==> config.mk <==
export PLATFORM = sky130hd
export DESIGN_NAME = pxl_pe
export DESIGN_NICKNAME = d
export VERILOG_FILES = /design/src/rtl/pxl_pe_pkg.sv /design/src/rtl/pxl_pe_mem.sv /design/src/rtl/pxl_pe_opsel.sv /design/src/rtl/pxl_pe_alu.sv /design/src/rtl/pxl_pe.sv
export SDC_FILE = /design/constraint.sdc
export NUM_CORES = 1
export LEC_CHECK = 0
export BUFFER_PORTS_ARGS = -buffer_cell sky130_fd_sc_hd__buf_2
export CORE_ASPECT_RATIO = 1.25
export CORE_UTILIZATION = 32
export DETAILED_ROUTE_END_ITERATION = 7
export HOLD_SLACK_MARGIN = 0.06
export PLACE_DENSITY = 0.44
export SYNTH_ARGS = -nofsm -noshare
export SYNTH_HDL_FRONTEND = slang
export SYNTH_SLANG_ARGS = --single-unit
==> constraint.sdc <==
create_clock -name clk -period 14.7 [get_ports clk]
set_clock_uncertainty 0.15 [all_clocks]
set_input_delay 0.735 -clock clk [delete_from_list [all_inputs] [get_ports clk]]
set_output_delay 0.735 -clock clk [all_outputs]
set_load 0.01 [all_outputs]
==> src/rtl/pxl_pe_pkg.sv <==
package pxl_pe_pkg;
  localparam int MEM_AW = 8;
  localparam int UW_W   = MEM_AW + 14;

  typedef enum logic [2:0] {
    SRC_MEM = 3'd0, SRC_X = 3'd1, SRC_Y = 3'd2, SRC_Z = 3'd3,
    SRC_N   = 3'd4, SRC_E = 3'd5, SRC_W = 3'd6, SRC_S = 3'd7
  } src_e;

  typedef enum logic [2:0] {
    FN_PASS = 3'd0, FN_AND = 3'd1, FN_XOR = 3'd2, FN_OR  = 3'd3,
    FN_SUM  = 3'd4, FN_CY  = 3'd5, FN_LO  = 3'd6, FN_HI  = 3'd7
  } fn_e;

  typedef struct packed {
    logic [MEM_AW-1:0] addr;
    logic              mem_wr;
    src_e              src;
    fn_e               fn;
    logic              acc_inv;
    logic              res_inv;
    logic [1:0]        dst;
    logic              nout_ld;
    logic              mask_ld;
    logic              carry_clr;
  } uword_t;
endpackage

==> src/rtl/pxl_pe_mem.sv <==
module pxl_pe_mem #(
  parameter int AW = 8
) (
  input  logic          clk,
  input  logic [AW-1:0] addr,
  input  logic          wr,
  input  logic          wbit,
  output logic          rbit
);
  localparam int DEPTH = 1 << AW;

  logic store [DEPTH];

  // Read is combinational so read and write-back share one cycle.
  assign rbit = store[addr];

  always_ff @(posedge clk) begin
    if (wr) store[addr] <= wbit;
  end
endmodule

==> src/rtl/pxl_pe_opsel.sv <==
module pxl_pe_opsel
  import pxl_pe_pkg::*;
(
  input  src_e sel,
  input  logic mem_bit,
  input  logic [2:0] gp,
  input  logic [3:0] nbr,   // {n, e, w, s}
  output logic opnd
);
  logic [7:0] cand;

  always_comb begin
    cand = {nbr[0], nbr[1], nbr[2], nbr[3], gp[2], gp[1], gp[0], mem_bit};
    opnd = cand[sel];
  end
endmodule

==> src/rtl/pxl_pe_alu.sv <==
module pxl_pe_alu
  import pxl_pe_pkg::*;
(
  input  fn_e  fn,
  input  logic opnd,
  input  logic acc,
  input  logic cin,
  input  logic acc_inv,
  input  logic res_inv,
  output logic res,
  output logic cout
);
  logic a_eff;
  logic raw;

  always_comb begin
    a_eff = acc ^ acc_inv;
    cout  = (opnd & a_eff) | (opnd & cin) | (a_eff & cin);
    unique case (fn)
      FN_PASS: raw = opnd;
      FN_AND:  raw = opnd & a_eff;
      FN_XOR:  raw = opnd ^ a_eff;
      FN_OR:   raw = opnd | a_eff;
      FN_SUM:  raw = opnd ^ a_eff ^ cin;
      FN_CY:   raw = cout;
      FN_LO:   raw = 1'b0;
      default: raw = 1'b1;
    endcase
    res = raw ^ res_inv;
  end
endmodule

==> src/rtl/pxl_pe.sv <==
module pxl_pe
  import pxl_pe_pkg::*;
(
  input  logic            clk,
  input  logic            rst_n,
  input  logic [UW_W-1:0] uword,
  input  logic            nb_n,
  input  logic            nb_e,
  input  logic            nb_w,
  input  logic            nb_s,
  output logic            nout,
  output logic            acc_o,
  output logic            carry_o,
  output logic            mask_o,
  output logic            x_o,
  output logic            y_o,
  output logic            z_o
);
  localparam int NGP = 3;

  uword_t     uw;
  logic       acc_q, carry_q, mask_q, nout_q;
  logic [NGP-1:0] gp;
  logic       mem_bit, opnd, res, cout;

  assign uw = uword_t'(uword);

  pxl_pe_mem #(.AW(MEM_AW)) u_mem (
    .clk  (clk),
    .addr (uw.addr),
    .wr   (uw.mem_wr & mask_q),
    .wbit (res),
    .rbit (mem_bit)
  );

  pxl_pe_opsel u_sel (
    .sel     (uw.src),
    .mem_bit (mem_bit),
    .gp      (gp),
    .nbr     ({nb_n, nb_e, nb_w, nb_s}),
    .opnd    (opnd)
  );

  pxl_pe_alu u_alu (
    .fn      (uw.fn),
    .opnd    (opnd),
    .acc     (acc_q),
    .cin     (carry_q),
    .acc_inv (uw.acc_inv),
    .res_inv (uw.res_inv),
    .res     (res),
    .cout    (cout)
  );

  // General bits: destination code g+1 selects entry g.
  for (genvar g = 0; g < NGP; g++) begin : g_gp
    logic q;
    always_ff @(posedge clk or negedge rst_n) begin
      if (!rst_n)                                   q <= 1'b0;
      else if (mask_q && uw.dst == 2'(g + 1))       q <= res;
    end
    assign gp[g] = q;
  end

  always_ff @(posedge clk or negedge rst_n) begin
    if (!rst_n) begin
      acc_q   <= 1'b0;
      carry_q <= 1'b0;
      mask_q  <= 1'b1;
      nout_q  <= 1'b0;
    end else begin
      acc_q <= res;
      if (uw.carry_clr)          carry_q <= 1'b0;
      else if (uw.fn == FN_SUM)  carry_q <= cout;
      if (uw.mask_ld)            mask_q  <= res;
      if (uw.nout_ld && mask_q)  nout_q  <= res;
    end
  end

  assign nout    = nout_q;
  assign acc_o   = acc_q;
  assign carry_o = carry_q;
  assign mask_o  = mask_q;
  assign x_o     = gp[0];
  assign y_o     = gp[1];
  assign z_o     = gp[2];

  AST_ACC_SET1: assert property (@(posedge clk) disable iff (!rst_n)
    (uw.fn == FN_HI && !uw.res_inv) |=> acc_o);
  AST_CARRY_HOLD: assert property (@(posedge clk) disable iff (!rst_n)
    (uw.fn != FN_SUM && !uw.carry_clr) |=> $stable(carry_o));
  AST_CARRY_CLR: assert property (@(posedge clk) disable iff (!rst_n)
    uw.carry_clr |=> !carry_o);
  AST_DST_NONE: assert property (@(posedge clk) disable iff (!rst_n)
    (uw.dst == 2'd0) |=> $stable({x_o, y_o, z_o}));
  AST_MASK_FREEZE: assert property (@(posedge clk) disable iff (!rst_n)
    !mask_o |=> $stable({x_o, y_o, z_o, nout}));
  AST_NOUT_HOLD: assert property (@(posedge clk) disable iff (!rst_n)
    !uw.nout_ld |=> $stable(nout));
endmodule

==> flow_results.xml, run 1 <==
<?xml version="1.0" encoding="UTF-8"?>
<metrics>
  <group name="outcome">
    <metric name="result_of_the_run" unit="">finished, final reports clean</metric>
  </group>
  <group name="clock_network">
    <metric name="clock_tree_root_buffer_cell" unit="">clkbuf_16</metric>
    <metric name="clkTransAtPathRegs" unit="ns">0.06</metric>
    <metric name="h-tree-depth" unit="">1</metric>
    <metric name="post_cts_resized" unit="">0</metric>
    <metric name="clk_latency" unit="ns">0.55</metric>
    <metric name="clock-sinks" unit="">263</metric>
    <metric name="cts_post_setup_buffers_inserted" unit="">0</metric>
    <metric name="cts_hold_buf" unit="">1</metric>
    <metric name="cts_tree" unit="">done</metric>
    <metric name="cts.path.max_buffers" unit="">3</metric>
    <metric name="numCtsBuffers" unit="">28</metric>
  </group>
  <group name="hold_path">
    <metric name="worstHoldStart" unit="">uword[0]</metric>
    <metric name="timing.hold.worst.class" unit="">input pin to flop</metric>
    <metric name="cells_on_worst_hold_path" unit="">2</metric>
    <metric name="hold-path-endpoint" unit="">carry_o</metric>
  </group>
  <group name="timing">
    <metric name="final_min_period_over_clock_period" unit="">0.475</metric>
    <metric name="rsz0062_at_grt" unit="">false</metric>
    <metric name="slew_margin_rel" unit="">0.226</metric>
    <metric name="max_freq" unit="MHz">143</metric>
    <metric name="final_hold_viol_count" unit="">0</metric>
    <metric name="number_of_max_slew_violations_in_the_final_report" unit="">0</metric>
    <metric name="finalWorstPathRequiredPeriod" unit="ns">6.99</metric>
    <metric name="fin_setup_tns" unit="ns">0</metric>
    <metric name="max_slew.worst_pin.slew" unit="ns">1.16</metric>
    <metric name="finalSetupViolations" unit="">0</metric>
  </group>
  <group name="floorplan">
    <metric name="die_y" unit="µm">219</metric>
    <metric name="die_w" unit="µm">176</metric>
    <metric name="start_util" unit="">0.325</metric>
    <metric name="top_level_ports" unit="">35</metric>
    <metric name="core-area" unit="µm²">37200</metric>
    <metric name="core.rowCount" unit="">79</metric>
    <metric name="floorplan.die_area" unit="µm²">38500</metric>
  </group>
  <group name="setup_path">
    <metric name="reg2reg_depth" unit="">15</metric>
    <metric name="critical_path_peak_fanout" unit="">224</metric>
    <metric name="timing.critical_path.required" unit="ns">14.78</metric>
    <metric name="end_of_the_worst_register_to_register_path" unit="">u_mem.store[109]</metric>
    <metric name="reg2reg_setup_slack" unit="ns">8.71</metric>
    <metric name="timing.rr.start" unit="">u_mem.store[88]</metric>
    <metric name="worst_ep_arrival_time" unit="ns">7.07</metric>
    <metric name="worst-setup-path-type" unit="">input pin to flop</metric>
    <metric name="crit_path_end_kind" unit="">flop</metric>
    <metric name="startpoint_type" unit="">input pin</metric>
  </group>
  <group name="route">
    <metric name="detail_route.wl_per_cell" unit="µm">22.4</metric>
    <metric name="drt_wl_total" unit="mm">32.3</metric>
    <metric name="drt_iter0_drc" unit="">629</metric>
    <metric name="detail_route.vias_per_cell" unit="">5.20</metric>
    <metric name="antenna_violating_nets_post_route" unit="">0</metric>
    <metric name="dr.pass1.iters" unit="">6</metric>
    <metric name="drc" unit="">0</metric>
    <metric name="vias" unit="">7513</metric>
  </group>
  <group name="yosys">
    <metric name="ys_async_sr_fraction" unit="">0.0266</metric>
    <metric name="synth_top_cells_by_count" unit="">273 x nor2_1, 256 x edfxtp_1, 76 x mux2i_1</metric>
    <metric name="netlist_instances" unit="">931</metric>
    <metric name="synth-seq-area-share" unit="">0.652</metric>
    <metric name="yosysWarnings" unit="">0</metric>
    <metric name="syn_area_cell" unit="µm²">13.0</metric>
    <metric name="synth_top_flop_cell" unit="">edfxtp_1</metric>
    <metric name="synth.area.top_cells" unit="">edfxtp_1 64%, nor2_1 8.5%, mux2i_1 6.3%, mux4_2 5.0%, a22oi_1 1.8%</metric>
    <metric name="synth_enable_flop_cells" unit="">256</metric>
    <metric name="synthMostInstantiatedCell" unit="">nor2_1</metric>
    <metric name="syn_area" unit="µm²">12100</metric>
    <metric name="yosys.area.top_type" unit="">edfxtp_1</metric>
    <metric name="synth_largest_type_area_fraction" unit="">0.637</metric>
    <metric name="syn-num-nets" unit="">962</metric>
    <metric name="postSynthRegisterBits" unit="">263</metric>
    <metric name="yosysUniqueCellTypes" unit="">61</metric>
  </group>
  <group name="layout">
    <metric name="nets" unit="">968</metric>
    <metric name="antenna_cells_inserted" unit="">0</metric>
    <metric name="final_layout_size_suffix_gt1_frac" unit="">0.129</metric>
    <metric name="final_util" unit="">0.364</metric>
    <metric name="area_added_between_synthesis_and_finish" unit="%">12.3</metric>
    <metric name="layout.filler_cells" unit="">3734</metric>
  </group>
  <group name="grt">
    <metric name="grt_remaining_overflow" unit="">0</metric>
    <metric name="grt_start_max_net_pins" unit="">225</metric>
    <metric name="grt_first_pass_wirelength" unit="mm">48.1</metric>
    <metric name="grt_antenna_before_repair" unit="">0</metric>
    <metric name="via_count_of_the_first_global_routing_pass" unit="">7618</metric>
    <metric name="grt_usage" unit="">0.171</metric>
  </group>
  <group name="pwr">
    <metric name="p_int" unit="mW">1.37</metric>
    <metric name="max-vdd-ir-drop" unit="µV">92.3</metric>
    <metric name="power_switching" unit="mW">0.436</metric>
    <metric name="leak_pwr" unit="nW">4.27</metric>
    <metric name="fraction_of_power_consumed_by_sequential_logic" unit="">0.496</metric>
    <metric name="clkPwrFrac" unit="">0.402</metric>
    <metric name="power_frac_comb" unit="">0.102</metric>
    <metric name="sw_frac_of_total" unit="">0.241</metric>
    <metric name="power.density_cell_area" unit="nW/µm²">133</metric>
  </group>
  <group name="place">
    <metric name="placement.io_buffers" unit="">34</metric>
    <metric name="hpwl" unit="mm">18.0</metric>
    <metric name="routabilityCongestion" unit="">0.708</metric>
  </group>
  <group name="run">
    <metric name="max-cap-violations" unit="">0</metric>
  </group>
</metrics>
## through the flow
| stage | total power [mW] | setup WS (ns) | area (µm²) | hold slack [ns] | instances |
|---|---|---|---|---|---|
| final | 1.81 | 7.71 | 13500 | 0.180 | 1445 |
| after global routing | 1.87 | 7.10 | 13500 | 0.172 | 1445 |
| after CTS | 1.83 | 7.62 | 13500 | 0.158 | 1445 |
| after detailed placement | 1.10 | 7.03 | 12600 | 0.430 | 1392 |
| after global placement | 1.10 | 7.07 | 12600 | 0.421 | 1392 |
| after floorplan | 1.05 | 2.36 | 12100 | 0.289 | 931 |
## layout by cell type (no fill, tap or decap), drive strengths merged, types with 6 or more instances in the layout
cell type  netlist  final
nor2           273    273
edfxtp         256    256
mux2i           76     76
nand2           47     47
buf             25     47
clkbuf          47     35
a22oi           29     29
mux4            27     27
nand3           25     25
nor2b           14     14
a21oi           10     10
clkinv           0     10
inv              8      9
o21ai            8      8
a221oi           6      6
dfrtp            6      6
## cell type report
| class | instances | area, µm² | area share |
|---|---|---|---|
| clock inverters | 17 | 184 | 0.0136 |
| clock buffers | 35 | 748 | 0.0553 |
| inverters | 8 | 32.5 | 0.00240 |
| multi-input cells | 588 | 3810 | 0.281 |
| well taps | 486 | 608 | 0.0449 |
| repair buffers | 48 | 297 | 0.0219 |
| flip-flops and latches | 263 | 7860 | 0.581 |
## layer usage
layer	vias up	GRT usage	wire (µm)	share of wire
met1	3883	0.217	13700	0.42
met5	-	0	0	0
met2	159	0.299	16400	0.51
met4	0	0.0533	778	0.024
li1	3418	-	-	-
met3	53	0.0236	1430	0.044
## worst max path at each step
stage / startpoint / slack [ns] / cells after the start / to
2_1_floorplan: uword[14] / 2.36 / 17 / u_mem.store[0]
3_3_place_gp: uword[14] / 7.07 / 16 / u_mem.store[237]
3_5_place_dp: uword[14] / 7.03 / 16 / u_mem.store[196]
4_1_cts: uword[14] / 7.62 / 16 / u_mem.store[200]
5_1_grt: uword[14] / 7.10 / 16 / u_mem.store[246]
6_report: uword[14] / 7.71 / 16 / u_mem.store[109]
## flip-flops by register name (all words and copies together) (netlist names)
register	count
z_o	1
mask_o	1
u_mem.store	256
acc_o	1
x_o	1
y_o	1
carry_o	1
nout	1
## cell families after synthesis
logic type | after synthesis | synth area share
multiplexers | 105 | 0.115
flip-flops | 263 | 0.652
adder cells (fa/ha/maj) | 3 | 0.00373
buffers and inverters | 80 | 0.0343
XOR/XNOR | 2 | 0.00145
AND/OR/NAND/NOR | 397 | 0.142
AO/OA/AOI/OAI | 81 | 0.0510
## power by group through the flow
stage	Combinational, mW	Sequential, mW	Clock, mW
2_1_floorplan	0.116	0.937	0
3_3_place_gp	0.187	0.911	0
3_5_place_dp	0.187	0.911	0
4_1_cts	0.188	0.895	0.742
5_1_grt	0.204	0.896	0.769
6_report	0.184	0.895	0.726
## critical path, stage by stage
cell      delay [ns]
buf_6           0.58
buf_4           0.82
mux4_2          0.59
nand2_1         0.13
o21ai_0         0.11
a221o_1         0.36
o2111a_1        0.28
o21ai_2         0.61
fa_1            0.53
o22ai_1         0.12
nor2_1          0.06
a21oi_1         0.11
buf_4           0.23
o21bai_1        0.23
xor2_4          0.68
buf_12          0.63
Power figures use the tool's default switching activity.
==> run 2: changes to the inputs <==
==> constraint.sdc (replaced) <==
create_clock -name clk -period 7 [get_ports clk]
set_clock_uncertainty 0.15 [all_clocks]
set_input_delay 0.35 -clock clk [delete_from_list [all_inputs] [get_ports clk]]
set_output_delay 0.35 -clock clk [all_outputs]
set_load 0.01 [all_outputs]
==> flow_results.xml, run 2 (synthesis results as in run 1) <==
<?xml version="1.0" encoding="UTF-8"?>
<metrics>
  <group name="grt">
    <metric name="grt_start_max_net_pins" unit="">69</metric>
    <metric name="grt_remaining_overflow" unit="">0</metric>
    <metric name="grt_first_pass_wirelength" unit="mm">49.8</metric>
    <metric name="grt_antenna_before_repair" unit="">0</metric>
    <metric name="via_count_of_the_first_global_routing_pass" unit="">7731</metric>
    <metric name="grt_usage" unit="">0.178</metric>
  </group>
  <group name="setup_path">
    <metric name="reg2reg_setup_slack" unit="ns">1.77</metric>
    <metric name="startpoint_type" unit="">input pin</metric>
    <metric name="reg2reg_depth" unit="">15</metric>
    <metric name="critical_path_peak_fanout" unit="">68</metric>
    <metric name="timing.rr.start" unit="">u_mem.store[68]</metric>
    <metric name="worst-setup-path-type" unit="">input pin to flop</metric>
    <metric name="end_of_the_worst_register_to_register_path" unit="">u_mem.store[198]</metric>
    <metric name="crit_path_end_kind" unit="">flop</metric>
    <metric name="worst_ep_arrival_time" unit="ns">5.63</metric>
    <metric name="timing.critical_path.required" unit="ns">7.20</metric>
  </group>
  <group name="hold_path">
    <metric name="hold-path-endpoint" unit="">mask_o</metric>
    <metric name="timing.hold.worst.class" unit="">input pin to flop</metric>
    <metric name="cells_on_worst_hold_path" unit="">4</metric>
    <metric name="worstHoldStart" unit="">uword[1]</metric>
  </group>
  <group name="layout">
    <metric name="flip_flop_count_of_the_largest_register_after_layout" unit="">256</metric>
    <metric name="largest-register" unit="">u_mem.store</metric>
    <metric name="final_design_area_no_fill" unit="µm²">13500</metric>
    <metric name="layout.cells.most_common" unit="">nor2_1</metric>
    <metric name="antenna_cells_inserted" unit="">0</metric>
    <metric name="post_layout_nonfiller_instances" unit="">1453</metric>
    <metric name="final_layout_size_suffix_gt1_frac" unit="">0.129</metric>
    <metric name="area_added_between_synthesis_and_finish" unit="%">12.3</metric>
    <metric name="nets" unit="">980</metric>
    <metric name="most_frequent_cells_in_the_layout" unit="">273 x nor2_1, 256 x edfxtp_1, 76 x mux2i_1</metric>
  </group>
  <group name="route">
    <metric name="detail_route.vias_per_cell" unit="">5.14</metric>
    <metric name="drt_iter0_drc" unit="">502</metric>
    <metric name="drc" unit="">0</metric>
    <metric name="dr.pass1.iters" unit="">7</metric>
    <metric name="detail_route.wl_per_cell" unit="µm">23.1</metric>
    <metric name="antenna_violating_nets_post_route" unit="">0</metric>
    <metric name="drt_wl_total" unit="mm">33.6</metric>
    <metric name="vias" unit="">7462</metric>
  </group>
  <group name="run">
    <metric name="max-cap-violations" unit="">0</metric>
  </group>
  <group name="place">
    <metric name="hpwl" unit="mm">19.3</metric>
    <metric name="placed_cells" unit="">1401</metric>
    <metric name="dpl-instance-area" unit="µm²">12700</metric>
    <metric name="routabilityCongestion" unit="">0.742</metric>
    <metric name="placement.io_buffers" unit="">34</metric>
  </group>
  <group name="pwr">
    <metric name="max-vdd-ir-drop" unit="µV">173</metric>
    <metric name="power.total" unit="mW">3.62</metric>
    <metric name="power.density_cell_area" unit="nW/µm²">267</metric>
    <metric name="leak_pwr" unit="nW">4.28</metric>
  </group>
  <group name="floorplan">
    <metric name="die_y" unit="µm">219</metric>
    <metric name="die_w" unit="µm">176</metric>
    <metric name="top_level_ports" unit="">35</metric>
    <metric name="floorplan.die_area" unit="µm²">38500</metric>
    <metric name="core-area" unit="µm²">37200</metric>
    <metric name="start_util" unit="">0.325</metric>
    <metric name="core.rowCount" unit="">79</metric>
  </group>
  <group name="timing">
    <metric name="slew_margin_rel" unit="">0.250</metric>
    <metric name="max_slew.worst_pin.slew" unit="ns">1.12</metric>
    <metric name="finalWorstPathRequiredPeriod" unit="ns">5.43</metric>
    <metric name="minimum_hold_slack" unit="ns">0.0952</metric>
    <metric name="fin_setup_tns" unit="ns">0</metric>
    <metric name="rsz0062_at_grt" unit="">false</metric>
    <metric name="number_of_max_slew_violations_in_the_final_report" unit="">0</metric>
    <metric name="finalSetupViolations" unit="">0</metric>
    <metric name="max_freq" unit="MHz">184</metric>
    <metric name="final_hold_viol_count" unit="">0</metric>
    <metric name="final_min_period_over_clock_period" unit="">0.776</metric>
  </group>
  <group name="clock_network">
    <metric name="cts_post_setup_buffers_inserted" unit="">0</metric>
    <metric name="post_cts_resized" unit="">0</metric>
    <metric name="clock-sinks" unit="">263</metric>
    <metric name="clkTransAtPathRegs" unit="ns">0.06</metric>
    <metric name="clock_tree_root_buffer_cell" unit="">clkbuf_16</metric>
    <metric name="cts_hold_buf" unit="">5</metric>
    <metric name="cts.path.max_buffers" unit="">3</metric>
    <metric name="cts_tree" unit="">done</metric>
    <metric name="clk_latency" unit="ns">0.55</metric>
    <metric name="h-tree-depth" unit="">1</metric>
    <metric name="numCtsBuffers" unit="">27</metric>
  </group>
  <group name="outcome">
    <metric name="result_of_the_run" unit="">finished, final reports clean</metric>
  </group>
</metrics>
run 2: changes by cell type in the layout (fill, tap and decap cells not counted):
cell / previous run / this run
buf_4: 12 / 17
clkbuf_1: 6 / 7
clkbuf_16: 29 / 27
bufinv_16: 4 / 1
dlygate4sd3_1: 1 / 5
buf_12: 1 / 5
inv_6: 1 / 0
clkinv_1: 8 / 10
clkinvlp_4: 2 / 0
run 2: final cells by class:
class | count | area, µm²
clock buffers | 34 | 702
clock inverters | 13 | 77.6
fillers | 3704 | 23600
inverters | 8 | 32.5
multi-input cells | 588 | 3810
flip-flops and latches | 263 | 7860
well taps | 486 | 608
repair buffers | 61 | 454
run 2: worst max-delay path, stage by stage:
cell       delay (ns)
buf_6            0.56
buf_12           0.43
mux2i_1          0.24
a211oi_1         0.09
a311oi_1         0.40
nand4b_1         0.18
a2111oi_2        0.44
nand4_1          0.19
o21ai_2          0.51
fa_1             0.52
o22ai_1          0.12
nor2_1           0.06
a21oi_1          0.11
buf_4            0.23
o21bai_1         0.23
xor2_4           0.50
buf_12           0.33
run 2: where the power goes:
part           leakage, nW  total, mW  internal (mW)  switching, mW
Clock                0.379       1.33          0.737          0.594
Sequential            2.38       1.88           1.86         0.0165
Combinational         1.52      0.415          0.131          0.285
Total                 4.28       3.62           2.73          0.895
run 2: worst max path at each step:
stage / from / depth (start not counted) / end
floorplan: uword[14] / 17 / u_mem.store[0]
CTS: uword[14] / 17 / u_mem.store[175]
detailed placement: uword[14] / 17 / u_mem.store[231]
finish: uword[14] / 17 / u_mem.store[198]
global placement: uword[14] / 17 / u_mem.store[228]
global route: uword[14] / 17 / u_mem.store[228]
run 2: metal layers:
metal | vias up | track usage | part of all wire
li1 | 3450 | - | -
met1 | 3793 | 0.226 | 0.42
met2 | 157 | 0.312 | 0.51
met3 | 62 | 0.0211 | 0.040
met4 | 0 | 0.0597 | 0.029
met5 | - | 0 | 0
run 2: metrics by stage:
step	utilization	setup slack, ns
floorplan	-	0.0634
global placement	0.342	1.07
detailed placement	0.342	1.05
CTS	0.364	1.59
global route	0.364	1.24
finish	0.364	1.57
